## src/rtl/imul_pkg.sv

```systemverilog
package imul_pkg;

  localparam int OP_W = 5;

  typedef enum logic [1:0] {
    MODE_HALF = 2'b00,
    MODE_LOW  = 2'b01,
    MODE_WIDE = 2'b10,
    MODE_RSVD = 2'b11
  } mul_mode_e;

  typedef struct packed {
    logic      is_signed;
    mul_mode_e mode;
    logic      b_upper;
    logic      a_upper;
  } mul_op_t;

endpackage

```

## src/rtl/imul_operand_sel.sv

```systemverilog
module imul_operand_sel #(
  parameter int DATA_W = 32,
  parameter int EXT_W  = DATA_W + 1
) (
  input  logic [DATA_W-1:0]       raw,
  input  logic                    use_upper,
  input  logic                    half_mode,
  input  logic                    is_signed,
  output logic signed [EXT_W-1:0] ext
);
  localparam int HALF_W = DATA_W / 2;

  // Widen one operand to EXT_W bits: choose a half or the whole word, then
  // fill the upper bits with the sign bit (signed) or with zeros (unsigned).
  function automatic logic signed [EXT_W-1:0] widen(
    input logic [DATA_W-1:0] v,
    input logic              upper,
    input logic              half,
    input logic              sgn
  );
    logic [HALF_W-1:0] h;
    logic              fill;
    h = upper ? v[DATA_W-1:HALF_W] : v[HALF_W-1:0];
    if (half) begin
      fill  = sgn & h[HALF_W-1];
      widen = {{(EXT_W-HALF_W){fill}}, h};
    end else begin
      fill  = sgn & v[DATA_W-1];
      widen = {fill, v};
    end
  endfunction

  always_comb ext = widen(raw, use_upper, half_mode, is_signed);

endmodule

```

## src/rtl/imul_decode.sv

```systemverilog
module imul_decode
  import imul_pkg::*;
#(
  parameter int DATA_W = 32,
  parameter int IDX_W  = 5,
  parameter int EXT_W  = DATA_W + 1
) (
  input  mul_op_t                 op,
  input  logic [DATA_W-1:0]       src_a,
  input  logic [DATA_W-1:0]       src_b,
  input  logic [IDX_W-1:0]        dst,
  output logic signed [EXT_W-1:0] ext_a,
  output logic signed [EXT_W-1:0] ext_b,
  output logic                    legal,
  output logic                    wide
);
  logic [DATA_W-1:0]       raw_v [2];
  logic                    up_v  [2];
  logic signed [EXT_W-1:0] ext_v [2];
  logic                    half_mode;

  assign raw_v[0]  = src_a;
  assign raw_v[1]  = src_b;
  assign up_v[0]   = op.a_upper;
  assign up_v[1]   = op.b_upper;
  assign half_mode = (op.mode == MODE_HALF);

  for (genvar g = 0; g < 2; g++) begin : g_opnd
    imul_operand_sel #(.DATA_W(DATA_W), .EXT_W(EXT_W)) u_sel (
      .raw       (raw_v[g]),
      .use_upper (up_v[g]),
      .half_mode (half_mode),
      .is_signed (op.is_signed),
      .ext       (ext_v[g])
    );
  end

  assign ext_a = ext_v[0];
  assign ext_b = ext_v[1];

  always_comb begin
    wide = 1'b0;
    unique case (op.mode)
      MODE_HALF: legal = 1'b1;
      MODE_LOW:  legal = 1'b1;
      MODE_WIDE: begin
        legal = ~dst[0];
        wide  = 1'b1;
      end
      default:   legal = 1'b0;
    endcase
  end

endmodule

```

## src/rtl/imul_issue_reg.sv

```systemverilog
module imul_issue_reg #(
  parameter int DATA_W = 32,
  parameter int IDX_W  = 5,
  parameter int EXT_W  = DATA_W + 1
) (
  input  logic                    clk,
  input  logic                    rst_n,
  input  logic                    in_valid,
  input  logic                    legal,
  input  logic                    wide,
  input  logic [IDX_W-1:0]        dst,
  input  logic signed [EXT_W-1:0] ext_a,
  input  logic signed [EXT_W-1:0] ext_b,
  output logic                    s1_valid,
  output logic                    s1_legal,
  output logic                    s1_wide,
  output logic [IDX_W-1:0]        s1_dst,
  output logic signed [EXT_W-1:0] s1_a,
  output logic signed [EXT_W-1:0] s1_b
);
  always_ff @(posedge clk or negedge rst_n) begin
    if (!rst_n) begin
      s1_valid <= 1'b0;
      s1_legal <= 1'b0;
      s1_wide  <= 1'b0;
      s1_dst   <= '0;
      s1_a     <= '0;
      s1_b     <= '0;
    end else begin
      s1_valid <= in_valid;
      s1_legal <= legal;
      s1_wide  <= wide;
      s1_dst   <= dst;
      s1_a     <= ext_a;
      s1_b     <= ext_b;
    end
  end

endmodule

```

## src/rtl/imul_product.sv

```systemverilog
module imul_product #(
  parameter int DATA_W = 32,
  parameter int IDX_W  = 5,
  parameter int EXT_W  = DATA_W + 1
) (
  input  logic                    clk,
  input  logic                    rst_n,
  input  logic                    s1_valid,
  input  logic                    s1_legal,
  input  logic                    s1_wide,
  input  logic [IDX_W-1:0]        s1_dst,
  input  logic signed [EXT_W-1:0] s1_a,
  input  logic signed [EXT_W-1:0] s1_b,
  output logic                    out_wen,
  output logic                    out_illegal,
  output logic                    out_pair,
  output logic [IDX_W-1:0]        out_dst,
  output logic [DATA_W-1:0]       out_lo,
  output logic [DATA_W-1:0]       out_hi
);
  localparam int PROD_W = 2 * DATA_W;
  localparam int FULL_W = 2 * EXT_W;

  // Both operands are already extended by one bit, so a signed product of
  // the extended values is right for the signed and the unsigned forms.
  function automatic logic [PROD_W-1:0] mul_ext(
    input logic signed [EXT_W-1:0] a,
    input logic signed [EXT_W-1:0] b
  );
    logic signed [FULL_W-1:0] p;
    p = FULL_W'(a) * FULL_W'(b);
    mul_ext = p[PROD_W-1:0];
  endfunction

  logic [PROD_W-1:0] prod;
  logic              do_write;
  logic              do_pair;

  assign prod     = mul_ext(s1_a, s1_b);
  assign do_write = s1_valid & s1_legal;
  assign do_pair  = do_write & s1_wide;

  always_ff @(posedge clk or negedge rst_n) begin
    if (!rst_n) begin
      out_wen     <= 1'b0;
      out_illegal <= 1'b0;
      out_pair    <= 1'b0;
      out_dst     <= '0;
      out_lo      <= '0;
      out_hi      <= '0;
    end else begin
      out_wen     <= do_write;
      out_illegal <= s1_valid & ~s1_legal;
      out_pair    <= do_pair;
      out_dst     <= s1_valid ? s1_dst : '0;
      out_lo      <= do_write ? prod[DATA_W-1:0] : '0;
      out_hi      <= do_pair ? prod[PROD_W-1:DATA_W] : '0;
    end
  end

endmodule

```

## src/rtl/imul_unit.sv

```systemverilog
module imul_unit
  import imul_pkg::*;
#(
  parameter int DATA_W = 32,
  parameter int IDX_W  = 5
) (
  input  logic              clk,
  input  logic              rst_n,
  input  logic              in_valid,
  input  logic [OP_W-1:0]   in_op,
  input  logic [DATA_W-1:0] in_a,
  input  logic [DATA_W-1:0] in_b,
  input  logic [IDX_W-1:0]  in_dst,
  output logic              out_wen,
  output logic              out_illegal,
  output logic              out_pair,
  output logic [IDX_W-1:0]  out_dst,
  output logic [DATA_W-1:0] out_lo,
  output logic [DATA_W-1:0] out_hi
);
  localparam int EXT_W = DATA_W + 1;

  mul_op_t                 op_f;
  logic signed [EXT_W-1:0] dec_a, dec_b;
  logic                    dec_legal, dec_wide;
  logic                    s1_valid, s1_legal, s1_wide;
  logic [IDX_W-1:0]        s1_dst;
  logic signed [EXT_W-1:0] s1_a, s1_b;

  // Named events for the checker.
  logic evt_accept;
  logic evt_issue_illegal;

  assign op_f              = mul_op_t'(in_op);
  assign evt_accept        = in_valid;
  assign evt_issue_illegal = in_valid & ~dec_legal;

  imul_decode #(.DATA_W(DATA_W), .IDX_W(IDX_W), .EXT_W(EXT_W)) u_decode (
    .op    (op_f),
    .src_a (in_a),
    .src_b (in_b),
    .dst   (in_dst),
    .ext_a (dec_a),
    .ext_b (dec_b),
    .legal (dec_legal),
    .wide  (dec_wide)
  );

  imul_issue_reg #(.DATA_W(DATA_W), .IDX_W(IDX_W), .EXT_W(EXT_W)) u_issue (
    .clk      (clk),
    .rst_n    (rst_n),
    .in_valid (in_valid),
    .legal    (dec_legal),
    .wide     (dec_wide),
    .dst      (in_dst),
    .ext_a    (dec_a),
    .ext_b    (dec_b),
    .s1_valid (s1_valid),
    .s1_legal (s1_legal),
    .s1_wide  (s1_wide),
    .s1_dst   (s1_dst),
    .s1_a     (s1_a),
    .s1_b     (s1_b)
  );

  imul_product #(.DATA_W(DATA_W), .IDX_W(IDX_W), .EXT_W(EXT_W)) u_product (
    .clk         (clk),
    .rst_n       (rst_n),
    .s1_valid    (s1_valid),
    .s1_legal    (s1_legal),
    .s1_wide     (s1_wide),
    .s1_dst      (s1_dst),
    .s1_a        (s1_a),
    .s1_b        (s1_b),
    .out_wen     (out_wen),
    .out_illegal (out_illegal),
    .out_pair    (out_pair),
    .out_dst     (out_dst),
    .out_lo      (out_lo),
    .out_hi      (out_hi)
  );

endmodule

```

## config.mk

```make
export PLATFORM = sky130hd
export DESIGN_NAME = imul_unit
export DESIGN_NICKNAME = d
export VERILOG_FILES = /design/src/rtl/imul_pkg.sv /design/src/rtl/imul_operand_sel.sv /design/src/rtl/imul_decode.sv /design/src/rtl/imul_issue_reg.sv /design/src/rtl/imul_product.sv /design/src/rtl/imul_unit.sv
export SDC_FILE = /design/constraint.sdc
export NUM_CORES = 2
export LEC_CHECK = 0
export ABC_CLOCK_PERIOD_IN_PS = 8300
export BUFFER_PORTS_ARGS = -buffer_cell sky130_fd_sc_hd__buf_4
export CAP_MARGIN = 20
export CORE_ASPECT_RATIO = 1.2
export CORE_UTILIZATION = 61
export CTS_BUF_LIST = sky130_fd_sc_hd__clkbuf_8
export CTS_CLUSTER_DIAMETER = 60
export CTS_CLUSTER_SIZE = 28
export DETAILED_ROUTE_END_ITERATION = 10
export PLACE_DENSITY_LB_ADDON = 0.05
export SLEW_MARGIN = 5
export SYNTH_ARGS = -nofsm -noshare
export SYNTH_HDL_FRONTEND = slang
export SYNTH_HIERARCHICAL = 1
export SYNTH_SLANG_ARGS = --single-unit
```

## constraint.sdc

```tcl
create_clock -name clk -period 8.3 [get_ports clk]
set_input_delay 2.49 -clock clk [delete_from_list [all_inputs] [get_ports clk]]
set_output_delay 2.49 -clock clk [all_outputs]
set_load 0.01 [all_outputs]
```

==> impl_metrics.toml <==
[setup_path]
path_class = "reg -> reg"
crit_top_cell = "fa_1"
end_kind = "flop"
critPathTopFamily = "adder cells"
cp.arrival_ns = 8.53
path_max_fanout = 20
crit_path_start_kind = "flop"
cp.depth = 25
ff2ff_path_depth = 25
slowest_stage = "fa_1"
cpPeakStageDelay_ns = 0.68
path_buf_inv = 6
worst_ep_required_time_ns = 8.82

[placed_design]
io_buffers = 148
preCtsSetupSlack_ns = 0.166
hpwlAfterDp_um = 104000
place_inst = 5591
gp_congestion = 0.961

[logic_synthesis]
synth_nets = 5967
seq_area_frac_synth_pct = 8.47
syn_area_per_cell_um2 = 9.48
async_flop_share_pct = 100
syn-cell-area_um2 = 43100
ys_ff_latch = 146
synth_cell_types = 67
synth_flop_cell = "dfrtp_1"
synthCells = 4553
synth_edf_count = 0
ys_warn_count = 6

[sta]
whs_ns = 0.456
setup_viol = 0
final.setup_skew_ns = 0.0405
fmax_mhz = 125
tightest_slew_ns = 1.07
period_needed_ns = 8.01
maxSlewHeadroom_pct = 28.5
hold_viol = 0
period_share_pct = 96.5
slew_viol_final = 0
setup_ws_ns = 0.289

[layout]
drive_above_1_share_pct = 8.95
area.growth.synth_to_final_pct = 8.53
stdcell_count = 5626
postLayoutCoreUtil_pct = 67.1
final_common_cell = "inv_1"
layout_common_cells = "1147 x inv_1, 1123 x fa_1, 599 x nand2_1"
fillers = 5775
finalNetCount = 6106

[drt]
vias_per_cell = 5.51
firstDrtPassIters = 5
vias = 30997
wl_um = 122000
ant_nets = 0
wl_per_cell_um = 21.6
drt_iter0_markers = 1847
drc = 0

[run]
maxCapViolations = 0

[die]
ios = 149
coreArea_um2 = 69800
dieArea_um2 = 71800
rows = 106
die_height_um = 293
fp.dieW_um = 245
initial_core_util_pct = 61.8

[grt]
antenna_found_initial = 2
grt_pass1_wl_um = 191000
grt_use_total_pct = 36.0
overflow = 0
grt_max_degree = 59
grt_pass1_vias = 33868

[clock_network]
clockBufferDepth = 2
cts-resized-gates = 0
cts_max_level = 4
cts_made_buffers = 17
clock_latency_ns = 0.61
cts_root_buf = "clkbuf_8"
clk_pin_slew_ns = 0.11
cts_hold_buf = 0
cts_tree = "yes"
clock-sinks = 146
cts_setup_buffers = 0

[status]
status = "complete, no violations"

[min_path]
worstHoldPathCells = 1
worstHoldPathType = "reg -> reg"
==> path summary, 6_finish.rpt <==
path / startpoint / endpoint / slack, ns
setup / recovery: u_issue/s1_a[28] / u_product/out_hi[30] / 0.29
hold / removal: u_issue/s1_dst[3] / u_product/out_dst[3] / 0.46
setup reg to reg: u_issue/s1_a[28] / u_product/out_hi[30] / 0.29
hold reg to reg: u_issue/s1_dst[3] / u_product/out_dst[3] / 0.46
max in group asynchronous: rst_n / u_issue/s1_b[6] / 5.14
min in group asynchronous: rst_n / u_issue/s1_b[2] / 1.77
==> cell usage after synthesis (2+ instances only) <==
cell / n / share of area, %
inv_1: 1148 / 10
fa_1: 1125 / 52
nand2_1: 599 / 5.2
and2_1: 546 / 7.9
clkbuf_1: 219 / 1.9
ha_1: 212 / 6.1
dfrtp_1: 146 / 8.5
o21ai_0: 91 / 1.1
nor2_1: 76 / 0.66
a21oi_1: 60 / 0.70
xnor2_1: 43 / 0.87
a21o_1: 36 / 0.63
nor2b_1: 32 / 0.46
xor2_1: 27 / 0.55
nand3_1: 19 / 0.22
nand2b_1: 14 / 0.20
nor3_1: 14 / 0.16
o21bai_1: 14 / 0.24
nand4_1: 13 / 0.19
buf_2: 12 / 0.14
and3_1: 11 / 0.16
a211oi_1: 6 / 0.10
nor4_1: 6 / 0.087
o21a_1: 6 / 0.10
o31ai_1: 6 / 0.10
a31oi_1: 5 / 0.073
o211ai_1: 5 / 0.087
or3_1: 4 / 0.058
a211o_1: 3 / 0.061
mux2i_1: 3 / 0.070
o21ai_1: 3 / 0.035
a21boi_0: 2 / 0.035
a2bb2oi_1: 2 / 0.041
a32o_1: 2 / 0.046
a41oi_1: 2 / 0.041
and2_4: 2 / 0.041
buf_4: 2 / 0.035
mux2_2: 2 / 0.052
nor2b_2: 2 / 0.041
nor3b_1: 2 / 0.035
o211ai_4: 2 / 0.099
o221ai_1: 2 / 0.041
o31a_1: 2 / 0.041
o41ai_1: 2 / 0.041
==> through the flow <==
step / instance area [µm²] / setup TNS, ns
after global placement: 46400 / 0
after global routing: 46800 / -0.00220
final: 46800 / 0
after detailed placement: 46400 / 0
after CTS: 46800 / 0
after floorplan: 43100 / 0
==> area by class of cell <==
| cell class | count | area, µm² | share of cell area, % |
|---|---|---|---|
| antenna | 3 | 7.51 | 0.0160 |
| clock buffer | 17 | 234 | 0.500 |
| clock inverter | 15 | 188 | 0.401 |
| inverter | 1148 | 4310 | 9.20 |
| multi-input combinational | 3025 | 34300 | 73.3 |
| sequential | 146 | 3670 | 7.83 |
| tap | 918 | 1150 | 2.45 |
| timing repair buffer | 354 | 2970 | 6.33 |
==> cell families after synthesis <==
kind of cell / share of synthesized area, %
mux: 0.122
xor+xnor: 1.42
fa+ha+maj: 58.4
flops: 8.47
compound gates: 3.97
simple gates: 15.6
buf+inv: 12.1
==> layer usage <==
metal	global-route usage, %	vias to the layer above	part of all wire (%)
li1	-	13261	-
met1	40.4	16364	35
met2	63.4	987	53
met3	3.62	385	3.8
met4	27.3	0	8.7
met5	0	-	0
==> worst reg2reg max path, cell delays in order (launching register included) <==
cell       delay [ns]
dfrtp_1          0.65
buf_4            0.38
nand2_1          0.12
fa_1             0.50
inv_1            0.06
fa_1             0.53
inv_1            0.06
fa_1             0.52
inv_1            0.05
fa_1             0.47
fa_1             0.68
fa_1             0.47
fa_1             0.49
inv_1            0.05
fa_1             0.47
inv_1            0.04
ha_1             0.29
nand4_2          0.14
or4_4            0.58
nor3_2           0.15
a2bb2oi_2        0.12
o311ai_2         0.33
a41oi_2          0.25
a21o_1           0.25
a21o_1           0.18
a21oi_2          0.10
==> flip-flops by register name, indices dropped and copies added, names as in the netlist <==
| signal | flops |
|---|---|
| u_issue/s1_valid | 1 |
| u_issue/s1_dst | 5 |
| u_issue/s1_a | 33 |
| u_issue/s1_legal | 1 |
| u_product/out_dst | 5 |
| u_product/out_lo | 32 |
| u_issue/s1_b | 33 |
| u_issue/s1_wide | 1 |
| u_product/out_illegal | 1 |
| u_product/out_wen | 1 |
| u_product/out_hi | 32 |
| u_product/out_pair | 1 |
Power is left out: the tool's default activity adds up to more than one toggle a clock period on the data nets, which glitch-free logic cannot reach.
